## src/rtl/decim_pkg.sv

```systemverilog
package decim_pkg;

  typedef enum logic [1:0] {
    VAR_ZERO_FIRST = 2'd0,
    VAR_REG_FIRST  = 2'd1,
    VAR_REG_LAST   = 2'd2
  } variant_e;

  // Strobes from control to datapath.
  // capEn : load the capture register(s)
  // selEn : zero-latency bypass select, or output-register load
  typedef struct packed {
    logic capEn;
    logic selEn;
  } strobe_t;

  function automatic variant_e pickVariant(input int latency, input bit takeLast);
    if (latency == 0) return VAR_ZERO_FIRST;
    else if (takeLast) return VAR_REG_LAST;
    else return VAR_REG_FIRST;
  endfunction

endpackage

```

## src/rtl/decim_ctrl.sv

```systemverilog
module decim_ctrl #(
  parameter decim_pkg::variant_e VARIANT = decim_pkg::VAR_REG_LAST
) (
  input  logic                clk,
  input  logic                rst,
  input  logic                srcEn,
  input  logic                dstEn,
  output decim_pkg::strobe_t  stb
);
  import decim_pkg::*;

  logic endStb;
  assign endStb = srcEn & dstEn;

  if (VARIANT == VAR_REG_LAST) begin : g_noAlign
    always_comb begin
      stb.capEn = endStb;
      stb.selEn = endStb;
    end
  end else begin : g_align
    // Remembers that the previous source sample closed a frame, so the
    // next source sample opens one: the destination strobe moved to the start.
    logic frameOpenQ;
    logic startStb;

    always_ff @(posedge clk) begin
      if (rst) frameOpenQ <= 1'b0;
      else if (srcEn) frameOpenQ <= dstEn;
    end

    assign startStb = srcEn & frameOpenQ;

    if (VARIANT == VAR_ZERO_FIRST) begin : g_zl
      always_comb begin
        stb.capEn = startStb;
        stb.selEn = startStb;
      end
    end else begin : g_rf
      always_comb begin
        stb.capEn = startStb;
        stb.selEn = endStb;
      end
    end
  end

endmodule

```

## src/rtl/decim_datapath.sv

```systemverilog
module decim_datapath #(
  parameter int                  LANES   = 4,
  parameter int                  WIDTH   = 8,
  parameter decim_pkg::variant_e VARIANT = decim_pkg::VAR_REG_LAST,
  localparam int                 VEC     = LANES * WIDTH
) (
  input  logic               clk,
  input  logic               rst,
  input  decim_pkg::strobe_t stb,
  input  logic [VEC-1:0]     dataIn,
  output wire  [VEC-1:0]     dataOut
);
  import decim_pkg::*;

  for (genvar l = 0; l < LANES; l++) begin : g_lane
    logic [WIDTH-1:0] inLane;
    assign inLane = dataIn[l*WIDTH +: WIDTH];

    if (VARIANT == VAR_ZERO_FIRST) begin : g_zl
      logic [WIDTH-1:0] holdQ;
      always_ff @(posedge clk) begin
        if (rst) holdQ <= '0;
        else if (stb.capEn) holdQ <= inLane;
      end
      assign dataOut[l*WIDTH +: WIDTH] = stb.selEn ? inLane : holdQ;
    end else if (VARIANT == VAR_REG_FIRST) begin : g_rf
      logic [WIDTH-1:0] firstQ;
      logic [WIDTH-1:0] outQ;
      always_ff @(posedge clk) begin
        if (rst) begin
          firstQ <= '0;
          outQ   <= '0;
        end else begin
          if (stb.capEn) firstQ <= inLane;
          if (stb.selEn) outQ   <= firstQ;
        end
      end
      assign dataOut[l*WIDTH +: WIDTH] = outQ;
    end else begin : g_rl
      logic [WIDTH-1:0] outQ;
      always_ff @(posedge clk) begin
        if (rst) outQ <= '0;
        else if (stb.capEn & stb.selEn) outQ <= inLane;
      end
      assign dataOut[l*WIDTH +: WIDTH] = outQ;
    end
  end

endmodule

```

## src/rtl/rate_decimator.sv

```systemverilog
module rate_decimator #(
  parameter int LANES     = 4,
  parameter int WIDTH     = 8,
  parameter int RATIO     = 4,
  parameter int LATENCY   = 1,
  parameter bit TAKE_LAST = 1'b1
) (
  input  logic                   clk,
  input  logic                   rst,
  input  logic                   srcEn,
  input  logic                   dstEn,
  input  logic [LANES*WIDTH-1:0] dataIn,
  output logic [LANES*WIDTH-1:0] dataOut
);
  import decim_pkg::*;

  localparam variant_e VARIANT = pickVariant(LATENCY, TAKE_LAST);

  if (RATIO < 2 || (LATENCY == 0 && TAKE_LAST)) begin : g_badCfg
    $fatal(1, "rate_decimator: illegal RATIO/LATENCY/TAKE_LAST combination");
  end

  strobe_t stb;

  decim_ctrl #(.VARIANT(VARIANT)) ctrl_i (
    .clk   (clk),
    .rst   (rst),
    .srcEn (srcEn),
    .dstEn (dstEn),
    .stb   (stb)
  );

  decim_datapath #(
    .LANES   (LANES),
    .WIDTH   (WIDTH),
    .VARIANT (VARIANT)
  ) dp_i (
    .clk     (clk),
    .rst     (rst),
    .stb     (stb),
    .dataIn  (dataIn),
    .dataOut (dataOut)
  );

endmodule

```

## config.mk

```make
export PLATFORM = sky130hd
export DESIGN_NAME = rate_decimator
export DESIGN_NICKNAME = d
export VERILOG_FILES = /design/src/rtl/decim_pkg.sv /design/src/rtl/decim_ctrl.sv /design/src/rtl/decim_datapath.sv /design/src/rtl/rate_decimator.sv
export SDC_FILE = /design/constraint.sdc
export NUM_CORES = 1
export LEC_CHECK = 0
export ABC_AREA = 1
export BUFFER_PORTS_ARGS = -buffer_cell sky130_fd_sc_hd__buf_4
export CAP_MARGIN = 20
export CORE_MARGIN = 1.5
export CORE_UTILIZATION = 40
export CTS_CLUSTER_SIZE = 28
export DETAILED_ROUTE_END_ITERATION = 6
export GPL_ROUTABILITY_DRIVEN = 0
export GPL_TIMING_DRIVEN = 0
export MAX_ROUTING_LAYER = met4
export PLACE_DENSITY = 0.76
export SLEW_MARGIN = 5
export SYNTH_ARGS = -nofsm -noshare
export SYNTH_HDL_FRONTEND = slang
export SYNTH_HIERARCHICAL = 1
export SYNTH_SLANG_ARGS = --single-unit
```

## constraint.sdc

```tcl
create_clock -name clk -period 1 [get_ports clk]
set_input_delay 0.2 -clock clk [delete_from_list [all_inputs] [get_ports clk]]
set_output_delay 0.2 -clock clk [all_outputs]
set_load 0.01 [all_outputs]
```

==> results.toml <==
[pwr]
total_power_uw = 2490
p_per_area_nw_per_um2 = 1180
ir_drop_uv = 868
p_leak_uw = 0.00121

[layout]
layout-drive-gt1-share_pct = 41.5
nFillCells = 254
largest-register = "dp_i/g_lane.g_rl.outQ"
reg_top3 = "dp_i/g_lane.g_rl.outQ: 32 flops"
largest_reg_flops = 32
nNetsFinal = 317
insertedDiodeCount = 0
area_growth_pct = 57.8

[worst_setup_path]
slowest_delay_ns = 0.36
cp_top_family = "flip-flops"
worstPathCellList = "buf_6"
crit_type = "flip-flop to output port"
cp.required_ns = 0.80
cp_max_fo = 2
worst_setup_path_end_kind = "output port"
path_buf_inv = 1
critPathLaunchType = "flip-flop"
critPathSlowestCell = "dfxtp_2"
arrival_ns = 0.77

[cts]
cts_max_level = 2
clk_pin_slew_ns = 0.09
cts_root_buffer = "clkbuf_4"
numCtsBuffers = 5
clock_path_buffers = 2
cts_setup_buffers = 0
clock_sinks = 32
cts_tree = "built"
cts_hold_buf = 0
clk_latency_ns = 0.32

[timing]
fin_ws_ns = 0.0281
layout_min_cycle_time_ns = 0.972
finalMaxSlewViolations = 0
max_freq_ghz = 1.03
worst_slew_pin_slew_ns = 0.190
setup_viol = 0
finalHoldViolCount = 0
rsz0062_at_grt = "yes"
fin_crit_sh_pct = 97.2
slew_headroom_pct = 87.4
fin_worst_skew_ns = 0

[global_routing]
grt.overflow.total = 0
grtUsageTotal_pct = 17.5
grt_pass1_vias = 1173
antenna_found_initial = 0
grt_pass1_wl_um = 4670
grt_max_degree = 11

[synth]
yosys-top-cells-area = "dfxtp_1 (48%), nand2_1 (18%), nor2_1 (18%), inv_1 (9.5%), buf_6 (2.5%)"
synth_top_cell_area_share_pct = 47.6
synth_cell_types = 8
ys_seq_area_share_pct = 47.6
synth.net_count = 243
yosysTopAreaCell = "dfxtp_1"
avgSynthCellArea_um2 = 6.50
yosys_register_bits = 32
synthesis.area_um2 = 1350
synth_cells = 207
yosysWarnings = 6

[die]
core_area_um2 = 3130
dieArea_um2 = 3720
num_rows = 20
die_x_um = 61.0
die_h_um = 61.0
ioPinCount = 68
initial_utilization_pct = 43.0

[route]
viasPerCell = 4.17
drt_iter0_markers = 88
drcViolationCount = 0
via_count = 1361
drtAntennaViolNets = 0
postRouteWirelength_um = 3050
first_pass_iters = 4
wl_per_cell_um = 9.34

[worst_hold_path]
holdCritPathClass = "input pin to flip-flop"

[placement]
place_ws_ns = -0.142
dp_hpwl_um = 2150
portBuffers = 67

[run]
maxCapViolations = 0

[outcome]
status = "finished clean"
-- Yosys cell counts --
library cell  count
buf_2             5
inv_1            34
dfxtp_1          32
buf_6             3
nand2_1          65
nand2_4           1
nor2_1           64
buf_4             3
-- repair_timing --
item,4_1_cts,5_1_grt
endpoints found under the setup margin,9,32
resized for setup,10,54
pin swaps,0,0
-- worst paths after layout --
path | start | end | slack (ns) | depth (start not counted)
worst max-delay path | dp_i/g_lane[1].g_rl.outQ[1] | dataOut[9] | 0.03 | 1
worst min-delay path | dataIn[0] | dp_i/g_lane[0].g_rl.outQ[0] | 0.1 | 3
worst max register to register | dp_i/g_lane[1].g_rl.outQ[4] | dp_i/g_lane[1].g_rl.outQ[4] | 0.34 | 4
worst min register to register | dp_i/g_lane[1].g_rl.outQ[0] | dp_i/g_lane[1].g_rl.outQ[0] | 0.52 | 4
-- layout make-up --
cell class,instances,area [µm²],area share (%)
inverters,34,128,6.01
well taps,44,55.1,2.59
clock buffers,8,58.8,2.77
flip-flops and latches,32,681,32.1
plain buffers,11,81.3,3.83
repair buffers,67,623,29.4
multi-input cells,130,495,23.3
-- logic make-up after synthesis --
kind of cell           share of synthesized area, %
and+or+nand+nor                                36.8
buffers and inverters                          15.5
DFF                                            47.6
-- layer usage --
metal,global-route usage (%),routed length [µm]
met1,19.4,1310
met3,5.76,214
met5,-,0
met4,6.52,29
met2,29.0,1490
-- layout by cell type (no fill, tap or decap) --
cell,instances
buf_6,35
clkbuf_4,5
nor2_1,64
buf_2,5
nand2_1,65
nand2_4,1
clkbuf_1,2
clkbuf_8,1
dfxtp_2,32
inv_1,34
buf_4,38
-- power by group --
part | leakage [µW] | switching (µW) | internal (µW)
combinational | 0.000907 | 156 | 223
sequential | 0.000275 | 30.8 | 1330
clock | 0.0000326 | 409 | 347
total | 0.00121 | 595 | 1900
-- through the flow --
step	hold WS (ns)	std cells	util [%]	cell area [µm²]	setup TNS, ns
floorplan	0.335	207	-	1350	0
global placement	0.421	318	60.8	1900	-2.89
detailed placement	0.429	318	60.8	1900	-3.20
CTS	0.0883	326	63.2	1980	0
global route	0.0719	326	67.8	2120	-0.309
finish	0.0982	326	67.8	2120	0
-- worst reg2reg max path, cell delays in order (launching register included) --
cell and delay (ns):
dfxtp_2 0.35, inv_1 0.04, nand2_1 0.06, nand2_1 0.06, nor2_1 0.09
No activity file was read; power rests on OpenSTA's default activity.
